## src/rtl/wdt_guard_pkg.sv

```systemverilog
package wdt_guard_pkg;

    localparam int BUS_W   = 32;
    localparam int REG_W   = 8;
    localparam int ADDR_W  = 4;
    localparam int SEL_W   = 3;
    localparam int LOG_MIN = 5;

    localparam logic [ADDR_W-1:0] OFS_COUNT = 4'h0;
    localparam logic [ADDR_W-1:0] OFS_CTRL  = 4'h4;
    localparam logic [ADDR_W-1:0] OFS_KICK  = 4'h8;

    localparam logic [7:0] KEY_COUNT = 8'h5A;
    localparam logic [7:0] KEY_CTRL  = 8'hA5;
    localparam logic [7:0] KEY_KICK  = 8'h55;

    // Control byte bit positions (software-visible layout).
    localparam int B_EN   = 7;
    localparam int B_MODE = 6;
    localparam int B_KIND = 5;
    localparam int B_FLAG = 3;

    typedef struct packed {
        logic             en;
        logic             wd_mode;
        logic             manual;
        logic [SEL_W-1:0] sel;
    } wdt_cfg_t;

    typedef struct packed {
        logic load_count;
        logic load_ctrl;
        logic kick;
    } wdt_cmd_t;

    function automatic wdt_cfg_t cfg_from_byte(input logic [REG_W-1:0] b);
        wdt_cfg_t c;
        c.en      = b[B_EN];
        c.wd_mode = b[B_MODE];
        c.manual  = b[B_KIND];
        c.sel     = b[SEL_W-1:0];
        return c;
    endfunction

    function automatic logic [REG_W-1:0] ctrl_to_byte(input wdt_cfg_t c, input logic flag);
        logic [REG_W-1:0] b;
        b         = '0;
        b[B_EN]   = c.en;
        b[B_MODE] = c.wd_mode;
        b[B_KIND] = c.manual;
        b[B_FLAG] = flag;
        b[SEL_W-1:0] = c.sel;
        return b;
    endfunction

endpackage

```

## src/rtl/wdt_keygate.sv

```systemverilog
module wdt_keygate
    import wdt_guard_pkg::*;
(
    input  logic              wr,
    input  logic [ADDR_W-1:0] addr,
    input  logic [BUS_W-1:0]  wdata,
    output wdt_cmd_t          cmd
);
    logic [7:0] low_key;
    logic [7:0] top_key;

    assign low_key = wdata[15:8];
    assign top_key = wdata[BUS_W-1 -: 8];

    always_comb begin
        cmd            = '0;
        cmd.load_count = wr && (addr == OFS_COUNT) && (low_key == KEY_COUNT);
        cmd.load_ctrl  = wr && (addr == OFS_CTRL)  && (low_key == KEY_CTRL);
        cmd.kick       = wr && (addr == OFS_KICK)  && (top_key == KEY_KICK);
    end
endmodule

```

## src/rtl/wdt_prescaler.sv

```systemverilog
module wdt_prescaler #(
    parameter int LOG_LO = 5,
    parameter int SW     = 3
) (
    input  logic          clk,
    input  logic          rst,
    input  logic          run,
    input  logic          restart,
    input  logic [SW-1:0] sel,
    output logic          tick
);
    localparam int NSEL = 1 << SW;
    localparam int PW   = LOG_LO + NSEL - 1;

    logic [PW-1:0] div_q;
    logic [PW-1:0] lim_tab [NSEL];

    for (genvar g = 0; g < NSEL; g++) begin : g_limit
        assign lim_tab[g] = PW'((64'd1 << (LOG_LO + g)) - 64'd1);
    end

    assign tick = run && (div_q == lim_tab[sel]);

    always_ff @(posedge clk) begin
        if (rst || !run || restart || tick) begin
            div_q <= '0;
        end else begin
            div_q <= div_q + PW'(1);
        end
    end
endmodule

```

## src/rtl/wdt_counter.sv

```systemverilog
module wdt_counter #(
    parameter int CW = 8
) (
    input  logic          clk,
    input  logic          rst,
    input  logic          load,
    input  logic [CW-1:0] load_val,
    input  logic          clear,
    input  logic          tick,
    output logic [CW-1:0] count,
    output logic          wrap
);
    // A software write in the same cycle wins over a tick.
    assign wrap = tick && !load && !clear && (count == {CW{1'b1}});

    always_ff @(posedge clk) begin
        if (rst) begin
            count <= '0;
        end else if (load) begin
            count <= load_val;
        end else if (clear) begin
            count <= '0;
        end else if (tick) begin
            count <= count + CW'(1);
        end
    end
endmodule

```

## src/rtl/wdt_guard.sv

```systemverilog
module wdt_guard
    import wdt_guard_pkg::*;
(
    input  logic              clk,
    input  logic              rst,
    input  logic              bus_wr,
    input  logic [ADDR_W-1:0] bus_addr,
    input  logic [BUS_W-1:0]  bus_wdata,
    output logic [REG_W-1:0]  bus_rdata,
    output logic              por_req,
    output logic              man_req,
    output logic              irq
);
    wdt_cmd_t         cmd;
    wdt_cfg_t         cfg_q;
    wdt_cfg_t         cfg_new;
    logic             flag_q;
    logic             tick;
    logic             wrap;
    logic             presc_restart;
    logic [REG_W-1:0] cnt_q;
    logic             por_q;
    logic             man_q;

    wdt_keygate u_gate (
        .wr    (bus_wr),
        .addr  (bus_addr),
        .wdata (bus_wdata),
        .cmd   (cmd)
    );

    assign cfg_new = cfg_from_byte(bus_wdata[REG_W-1:0]);

    assign presc_restart = cmd.kick || cmd.load_count ||
                           (cmd.load_ctrl && (cfg_new.sel != cfg_q.sel));

    wdt_prescaler #(
        .LOG_LO (LOG_MIN),
        .SW     (SEL_W)
    ) u_presc (
        .clk     (clk),
        .rst     (rst),
        .run     (cfg_q.en),
        .restart (presc_restart),
        .sel     (cfg_q.sel),
        .tick    (tick)
    );

    wdt_counter #(
        .CW (REG_W)
    ) u_cnt (
        .clk      (clk),
        .rst      (rst),
        .load     (cmd.load_count),
        .load_val (bus_wdata[REG_W-1:0]),
        .clear    (cmd.kick),
        .tick     (tick),
        .count    (cnt_q),
        .wrap     (wrap)
    );

    always_ff @(posedge clk) begin
        if (rst) begin
            cfg_q  <= '0;
            flag_q <= 1'b0;
            por_q  <= 1'b0;
            man_q  <= 1'b0;
        end else begin
            if (cmd.load_ctrl) begin
                cfg_q <= cfg_new;
            end
            if (wrap) begin
                flag_q <= 1'b1;
            end else if (cmd.load_ctrl && !bus_wdata[B_FLAG]) begin
                flag_q <= 1'b0;
            end
            por_q <= wrap && cfg_q.wd_mode && !cfg_q.manual;
            man_q <= wrap && cfg_q.wd_mode &&  cfg_q.manual;
        end
    end

    always_comb begin
        unique case (bus_addr)
            OFS_COUNT: bus_rdata = cnt_q;
            OFS_CTRL:  bus_rdata = ctrl_to_byte(cfg_q, flag_q);
            default:   bus_rdata = '0;
        endcase
    end

    assign por_req = por_q;
    assign man_req = man_q;
    assign irq     = flag_q && !cfg_q.wd_mode;
endmodule

```

## config.mk

```make
export PLATFORM = sky130hd
export DESIGN_NAME = wdt_guard
export DESIGN_NICKNAME = d
export VERILOG_FILES = /design/src/rtl/wdt_guard_pkg.sv /design/src/rtl/wdt_keygate.sv /design/src/rtl/wdt_prescaler.sv /design/src/rtl/wdt_counter.sv /design/src/rtl/wdt_guard.sv
export SDC_FILE = /design/constraint.sdc
export NUM_CORES = 1
export LEC_CHECK = 0
export BUFFER_PORTS_ARGS = -buffer_cell sky130_fd_sc_hd__buf_2
export CAP_MARGIN = 40
export CORE_UTILIZATION = 56
export CTS_CLUSTER_SIZE = 8
export DETAILED_ROUTE_END_ITERATION = 6
export GPL_TIMING_DRIVEN = 0
export PLACE_DENSITY = 0.85
export SLEW_MARGIN = 15
export SYNTH_ARGS = -nofsm -noshare
export SYNTH_HDL_FRONTEND = slang
export SYNTH_SLANG_ARGS = --single-unit
```

## constraint.sdc

```tcl
create_clock -name clk -period 3.45 [get_ports clk]
set_input_delay 0.8625 -clock clk [delete_from_list [all_inputs] [get_ports clk]]
set_output_delay 0.8625 -clock clk [all_outputs]
set_load 0.01 [all_outputs]
```

Yosys cells after proc, flatten, opt, wreduce, memory -nomap -nowiden
Memory sizes are Yosys's and may differ from the RTL's.
Cells that the tools add are included.

storage, ports and cells
  bits in registers = 29
  bits in read-only memories = 96
  logic and storage cells = 60
  memories = 1

memory list
  name              words  bits a word  rd ports  clocked after Yosys merged registers in  write ports  line                 source
  (name not given)  8      12           1         0                                        0            wdt_prescaler.sv:22  assign tick = run && (div_q == lim_tab[sel]);

cells by class
  add/sub/neg operators = 2
  magnitude comparators = 1
  equal/unequal tests = 8
  mux-type cells = 8
  bitwise logic cells = 1
  reduce and logical (&&, ||, !) cells = 30

operators with widths
  operator                                                   count
  two-way mux 12 bit                                         2
  two-way mux 8 bit                                          3
  equality test 8 x 7 -> 1 bit (second input constant)       2
  equality test 8 bit (second input constant)                2
  logical AND 1 bit                                          16
  one-hot mux 8 bit (2 select lines)                         1
  adder 12 x 1 -> 12 bit (second input constant)             1
  equality test 12 bit                                       1
  adder 8 x 1 -> 8 bit (second input constant)               1
  logical NOT 1 bit                                          6
  logical OR 1 bit                                           5
  equality test 4 x 3 -> 1 bit (second input constant)       1
  equality test 4 bit (second input constant)                1
  greater-or-equal comparator 4 bit (second input constant)  1
  logical NOT 4 bit                                          1
  inverter 3 -> 4 bit                                        1
  inequality test 3 bit                                      1
  nonzero test 3 bit                                         1
  two-way mux 1 bit                                          2
  nonzero test 2 bit                                         1

Depth between registers and ports, before layout
Gate-level depths: netlist of the first run.

  depth in word-level cells = 11
  gate-level depth with buffers = 8

Hierarchy
From an unflattened synthesis of the first run, not the netlist that was laid out.

unflattened totals
  cells, all modules = 207
  area, all modules = 1799.2 µm²

modules (own cells, without submodules)
  module         instances  cells each  area each (µm²)  sequential area each (µm²)
  wdt_prescaler  1          78          653.1            240.2
  wdt_counter    1          62          534.3            160.2
  wdt_guard      1          53          485.5            180.2
  wdt_keygate    1          14          126.4            0.0

Worst setup path after synthesis of the first run
OpenSTA, ideal clock, no wires.

  path type = input port to output port
  start = input port bus_addr[1]
  end = output port bus_rdata[0]
  data arrival time = 1866 ps
  data required time = 2588 ps
  setup slack = 722 ps
  stages on the path = 2
  path buffers = 0
  path through = nor4_1 a22o_1

between the ends
  longest elaborated chain between the ends = 2
  elaborated cells between the ends (all ways) = 3

RTL lines
  item                                                                      line             source
  start: declaration                                                        wdt_guard.sv:7   input logic [ADDR_W-1:0] bus_addr,
  equality test 4 x 3 -> 1 bit / logical NOT 4 bit (equally long branches)  wdt_guard.sv:83  unique case (bus_addr)
  one-hot mux 8 bit (2 select lines) (*)                                    wdt_guard.sv:83
  end: declaration                                                          wdt_guard.sv:9   output logic [REG_W-1:0] bus_rdata,

Every way passes the cells marked *; elsewhere a longest branch is shown, timed or not.

Worst setup path after layout of the first run
  start = input port bus_addr[1]
  end = output port bus_rdata[7]

The elaborated chain is that of the path after synthesis.

==> flow_summary.yaml, run 1 <==
floorplan:
  dieArea_sq_um: 3440
  start_util_pct: 58.8
  die_h_um: 58.6
  fp.dieW_um: 58.6
  coreArea_sq_um: 3050
  fp-row-count: 20
  pin_count: 50
sta:
  final.period_utilization_pct: 88.8
  rsz0062_at_grt: "no"
  setup_tns_ns: 0
  tightest_slew_ns: 0.755
  final-setup-viol-count: 0
  hold_viol: 0
  relSlewSlack_pct: 49.5
  fin_worst_skew_ns: 0.00834
  period_minus_slack_ns: 3.06
  final_max_slew_viol_count: 0
  timing.fmax_ghz: 0.327
critical_path:
  cp_common_cell: "buf_2"
  path_cells: "buf_2 -> nor4_1 -> buf_2 -> a22o_1 -> buf_2"
  cp_data_required_time_ns: 2.59
  endpoint_kind: "output pin"
  path_buf_inv: 3
  path_max_fanout: 5
  cp.arrival_ns: 2.20
  critical_path_class: "in -> out"
  crit_family: "simple AND/OR/NAND/NOR gates"
  crit_slowest_cell: "nor4_1"
  slowest_delay_ns: 0.64
  start_kind: "primary input"
synth:
  synth_adder_area_share_pct: 1.39
  synth_nets: 254
  synth.largest_area_cell: "dfxtp_1"
  ys_types: 50
  synth_flop_cell: "dfxtp_1"
  yosys.area_share.simple_pct: 34.6
  async_flop_share_pct: 0
  synth_top_family_by_area: "simple AND/OR/NAND/NOR gates"
  synth_compound_area_share_pct: 16.4
  yosys_warnings: 0
  seq_area_frac_synth_pct: 32.3
  synthMuxAreaShare_pct: 3.97
  synth_edf_count: 0
  synth_area_leaders: "dfxtp_1 (32%), nor2_1 (7.3%), xor2_1 (4.4%)"
  synth_xor_area_share_pct: 6.83
  synth_seq_cells: 29
  syn_area_per_cell_sq_um: 8.43
  syn_area_sq_um: 1800
  yosysTopAreaCellShare_pct: 32.3
  synthCells: 213
placement:
  gp_congestion: 0.843
  dp_hpwl_um: 3110
  dpl.cell_count: 299
  post_dp_cell_area_sq_um: 2060
  portBuffers: 41
finish:
  mostFrequentLayoutCells: "buf_2 (48), nor2_1 (35), dfxtp_1 (29)"
  drive_gt1_share_pct: 25.9
  syn_to_final_growth_pct: 19.7
  regArea_sq_um: 581
  fin_cells: 307
  final.fill_count: 283
  final_common_cell: "buf_2"
  fin_area_sq_um: 2150
  multiInputGateArea_sq_um: 1140
  num-nets-final: 303
  n_antenna_cell: 0
route:
  wl_um: 4160
  drtIter0Drc: 76
  wl_per_cell_um: 13.6
  ant_nets: 0
  drc_errors: 0
  vias: 1796
  via_per_inst: 5.85
  drt_first_pass_iters: 4
global_routing:
  overflow: 0
  grt_max_degree: 11
  grt_pass1_wl_um: 6490
  track_usage_pct: 25.3
  grt_pass1_vias: 1519
  antenna_found_initial: 0
clocking:
  postCtsSetupRepairBufs: 0
  clock-sinks: 29
  htree_levels: 2
  path_clk_slew_ns: 0.10
  ctsHoldBuffers: 0
  cts_tree: "built"
  clock_path_buffers: 2
  root_buffer: "clkbuf_4"
  clk_latency_ns: 0.35
  cts_resized: 0
  cts_buffers: 5
min_path:
  hold_path_class: "reg -> reg"
power:
  p_per_area_nw_per_um2: 314
  leakage_nw: 0.879
  total_power_mw: 0.675
  peakVddDrop_uv: 291
status:
  outcome: "finished clean"
job:
  maxCapViolCount: 0
logic make-up after synthesis:
logic type | Yosys count
buf+inv | 16
fa+ha+maj | 2
compound gates | 40
flops | 29
simple gates | 105
mux | 7
xor+xnor | 14
Yosys cell counts (4+ instances only):
cell,number
a21oi_1,6
a22o_1,7
buf_2,6
clkbuf_1,4
dfxtp_1,29
inv_1,4
mux2i_1,6
nand2_1,10
nand3_1,9
nand4_1,6
nor2_1,35
nor3_1,5
nor3b_1,5
nor4_1,4
o21ai_0,10
xnor2_1,5
xor2_1,9
path summary, 6_finish.rpt:
kind | start | to | slack [ns] | cells after the start
worst max register to register | cfg_q[2]$_SDFFE_PP0P_ | u_cnt.count[5]$_SDFFE_PP0P_ | 1.04 | 8
worst max-delay path | bus_addr[1] | bus_rdata[7] | 0.39 | 5
worst min register to register | u_presc.div_q[0]$_SDFF_PP0_ | u_presc.div_q[0]$_SDFF_PP0_ | 0.47 | 1
worst min-delay path | u_presc.div_q[0]$_SDFF_PP0_ | u_presc.div_q[0]$_SDFF_PP0_ | 0.47 | 1
through the flow:
stage / hold slack [ns] / utilization [%] / setup WS [ns]
after floorplan: 0.426 / - / 0.722
after global placement: 0.440 / 67.3 / 0.172
after detailed placement: 0.454 / 67.5 / 0.393
after CTS: 0.478 / 70.4 / 0.420
after global routing: 0.502 / 70.4 / 0.275
final: 0.470 / 70.4 / 0.388
routing by layer:
metal / share of wire (%) / track usage, % / vias to the layer above
met5: 0 / 0 / -
met4: 2.2 / 12.2 / 0
met3: 7.6 / 7.69 / 9
met2: 49 / 43.5 / 72
met1: 41 / 28.4 / 825
li1: - / - / 890
sequential cells by signal, summed over array words and instances, names as in the netlist:
name / cells
man_req: 1
cfg_q: 6
por_req: 1
u_presc.div_q: 12
u_cnt.count: 8
flag_q: 1
power breakdown:
part,internal [mW],total [mW],switching (mW)
Clock,0.172,0.301,0.129
Sequential,0.334,0.334,0.0000209
Combinational,0.0188,0.0389,0.0202
Total,0.525,0.675,0.150
cell type report:
class,instances,area share (%)
Buffer,12,2.97
Clock buffer,6,2.39
Clock inverter,2,1.75
Inverter,4,0.698
Multi-Input combinational cell,168,52.9
Sequential cell,29,27.0
Tap cell,44,2.56
Timing Repair Buffer,42,9.78
Power figures use the tool's default switching activity.
==> inputs of run 2 (changes only) <==
--- a/config.mk
+++ b/config.mk
@@ -12,6 +12,8 @@
 export DETAILED_ROUTE_END_ITERATION = 6
 export GPL_TIMING_DRIVEN = 0
 export PLACE_DENSITY = 0.85
+export RECOVER_POWER = 25
+export SETUP_SLACK_MARGIN = 0.02
 export SLEW_MARGIN = 15
 export SYNTH_ARGS = -nofsm -noshare
 export SYNTH_HDL_FRONTEND = slang
==> flow_summary.yaml, run 2 (synthesis gave the netlist of run 1 again) <==
status:
  outcome: "finished clean"
route:
  drtIter0Drc: 71
  vias: 1797
  ant_nets: 0
  wl_per_cell_um: 13.6
  wl_um: 4160
  drc_errors: 0
  via_per_inst: 5.85
  drt_first_pass_iters: 4
placement:
  gp_congestion: 0.843
  dp_hpwl_um: 3110
  portBuffers: 41
  post_dp_cell_area_sq_um: 2060
critical_path:
  cp.arrival_ns: 2.23
  r2r_end: "u_cnt.count[5]$_SDFFE_PP0P_"
  critical_path_class: "in -> out"
  cp_data_required_time_ns: 2.59
  slowest_delay_ns: 0.66
  path_max_fanout: 5
  crit_slowest_cell: "nor4_1"
  regToRegSetupSlack_ns: 1.04
  endpoint: "bus_rdata[7]"
  worst_r2r_path_depth: 8
  r2r-start: "cfg_q[2]$_SDFFE_PP0P_"
  path_cells: "clkbuf_1 -> nor4_1 -> buf_2 -> a22o_1 -> buf_2"
  cp_common_cell: "buf_2"
  endpoint_kind: "output pin"
  start_kind: "primary input"
  crit_start: "bus_addr[1]"
finish:
  num-nets-final: 303
  top_register: "u_presc.div_q"
  drive_gt1_share_pct: 24.0
  final.fill_count: 287
  regArea_sq_um: 581
  fin_area_sq_um: 2140
  final_common_cell: "buf_2"
  syn_to_final_growth_pct: 19.4
  multiInputGateArea_sq_um: 1140
  largest_reg_flops: 12
  n_antenna_cell: 0
  largestRegisters: "u_presc.div_q x12, u_cnt.count x8, cfg_q x6"
  mostFrequentLayoutCells: "buf_2 (43), nor2_1 (35), dfxtp_1 (29)"
sta:
  final.period_utilization_pct: 89.6
  final-setup-viol-count: 0
  timing.fmax_ghz: 0.324
  rsz0062_at_grt: "no"
  period_minus_slack_ns: 3.09
  hold_viol: 0
  relSlewSlack_pct: 49.7
  setup_tns_ns: 0
  final_max_slew_viol_count: 0
  tightest_slew_ns: 0.752
  fin_worst_skew_ns: 0.00834
clocking:
  clk_latency_ns: 0.35
  root_buffer: "clkbuf_4"
  clock-sinks: 29
  cts_tree: "built"
  path_clk_slew_ns: 0.10
  cts_resized: 0
  ctsHoldBuffers: 0
  clock_path_buffers: 2
  htree_levels: 2
  postCtsSetupRepairBufs: 0
  cts_buffers: 5
floorplan:
  die_h_um: 58.6
  dieArea_sq_um: 3440
  fp-row-count: 20
  pin_count: 50
  coreArea_sq_um: 3050
  start_util_pct: 58.8
  fp.dieW_um: 58.6
global_routing:
  overflow: 0
  antenna_found_initial: 0
  track_usage_pct: 25.3
  met1_usage_pct: 28.4
  grt_pass1_vias: 1519
  top_usage_layer: "met2"
  grt_max_degree: 11
  met2_usage_pct: 43.5
  grt_pass1_wl_um: 6490
  use_met3_pct: 7.69
job:
  maxCapViolCount: 0
power:
  peakVddDrop_uv: 291
  p_per_area_nw_per_um2: 315
  leakage_nw: 0.862
min_path:
  hold_path_class: "reg -> reg"
-- run 2: layout make-up --
type,instances,area share (%)
Tap cell,44,2.57
Inverter,4,0.701
Clock buffer,6,2.39
Buffer,12,2.92
Timing Repair Buffer,42,9.57
Clock inverter,2,1.75
Sequential cell,29,27.1
Multi-Input combinational cell,168,53.0
-- run 2: critical path, delay by kind of cell --
kind	cells	cell delay, ns
AOI/OAI and AO/OA	1	0.15
buffers and inverters	3	0.54
and+or+nand+nor	1	0.66
-- run 2: how the worst min path moves through the flow --
stage          depth (start not counted)                        start  slack, ns                          end
6_report                               1  u_presc.div_q[0]$_SDFF_PP0_       0.47  u_presc.div_q[0]$_SDFF_PP0_
2_1_floorplan                          1  u_presc.div_q[0]$_SDFF_PP0_       0.43  u_presc.div_q[0]$_SDFF_PP0_
3_3_place_gp                           1  u_presc.div_q[0]$_SDFF_PP0_       0.44  u_presc.div_q[0]$_SDFF_PP0_
4_1_cts                                1  u_presc.div_q[0]$_SDFF_PP0_       0.48  u_presc.div_q[0]$_SDFF_PP0_
5_1_grt                                1  u_presc.div_q[0]$_SDFF_PP0_       0.50  u_presc.div_q[0]$_SDFF_PP0_
3_5_place_dp                           1  u_presc.div_q[0]$_SDFF_PP0_       0.45  u_presc.div_q[0]$_SDFF_PP0_
-- run 2: report_power, final --
| part | leakage, nW | internal, mW | switching (mW) |
|---|---|---|---|
| logic | 0.584 | 0.0186 | 0.0202 |
| clock network | 0.0445 | 0.172 | 0.129 |
| registers | 0.233 | 0.334 | 0.0000209 |
| total | 0.862 | 0.525 | 0.149 |
-- run 2: through the flow --
stage	util [%]	std cells	hold slack (ns)	total power, mW	worst slack (ns)
2_1_floorplan	-	213	0.426	0.354	0.722
3_3_place_gp	67.3	298	0.440	0.380	0.172
3_5_place_dp	67.5	299	0.454	0.381	0.393
4_1_cts	70.4	307	0.478	0.682	0.420
5_1_grt	70.2	307	0.502	0.694	0.245
6_report	70.2	307	0.470	0.675	0.359
-- run 2: layer usage --
metal | wire [um] | share of wire, %
met1 | 1700 | 41
met2 | 2050 | 49
met3 | 314 | 7.5
met4 | 90 | 2.2
met5 | 0 | 0
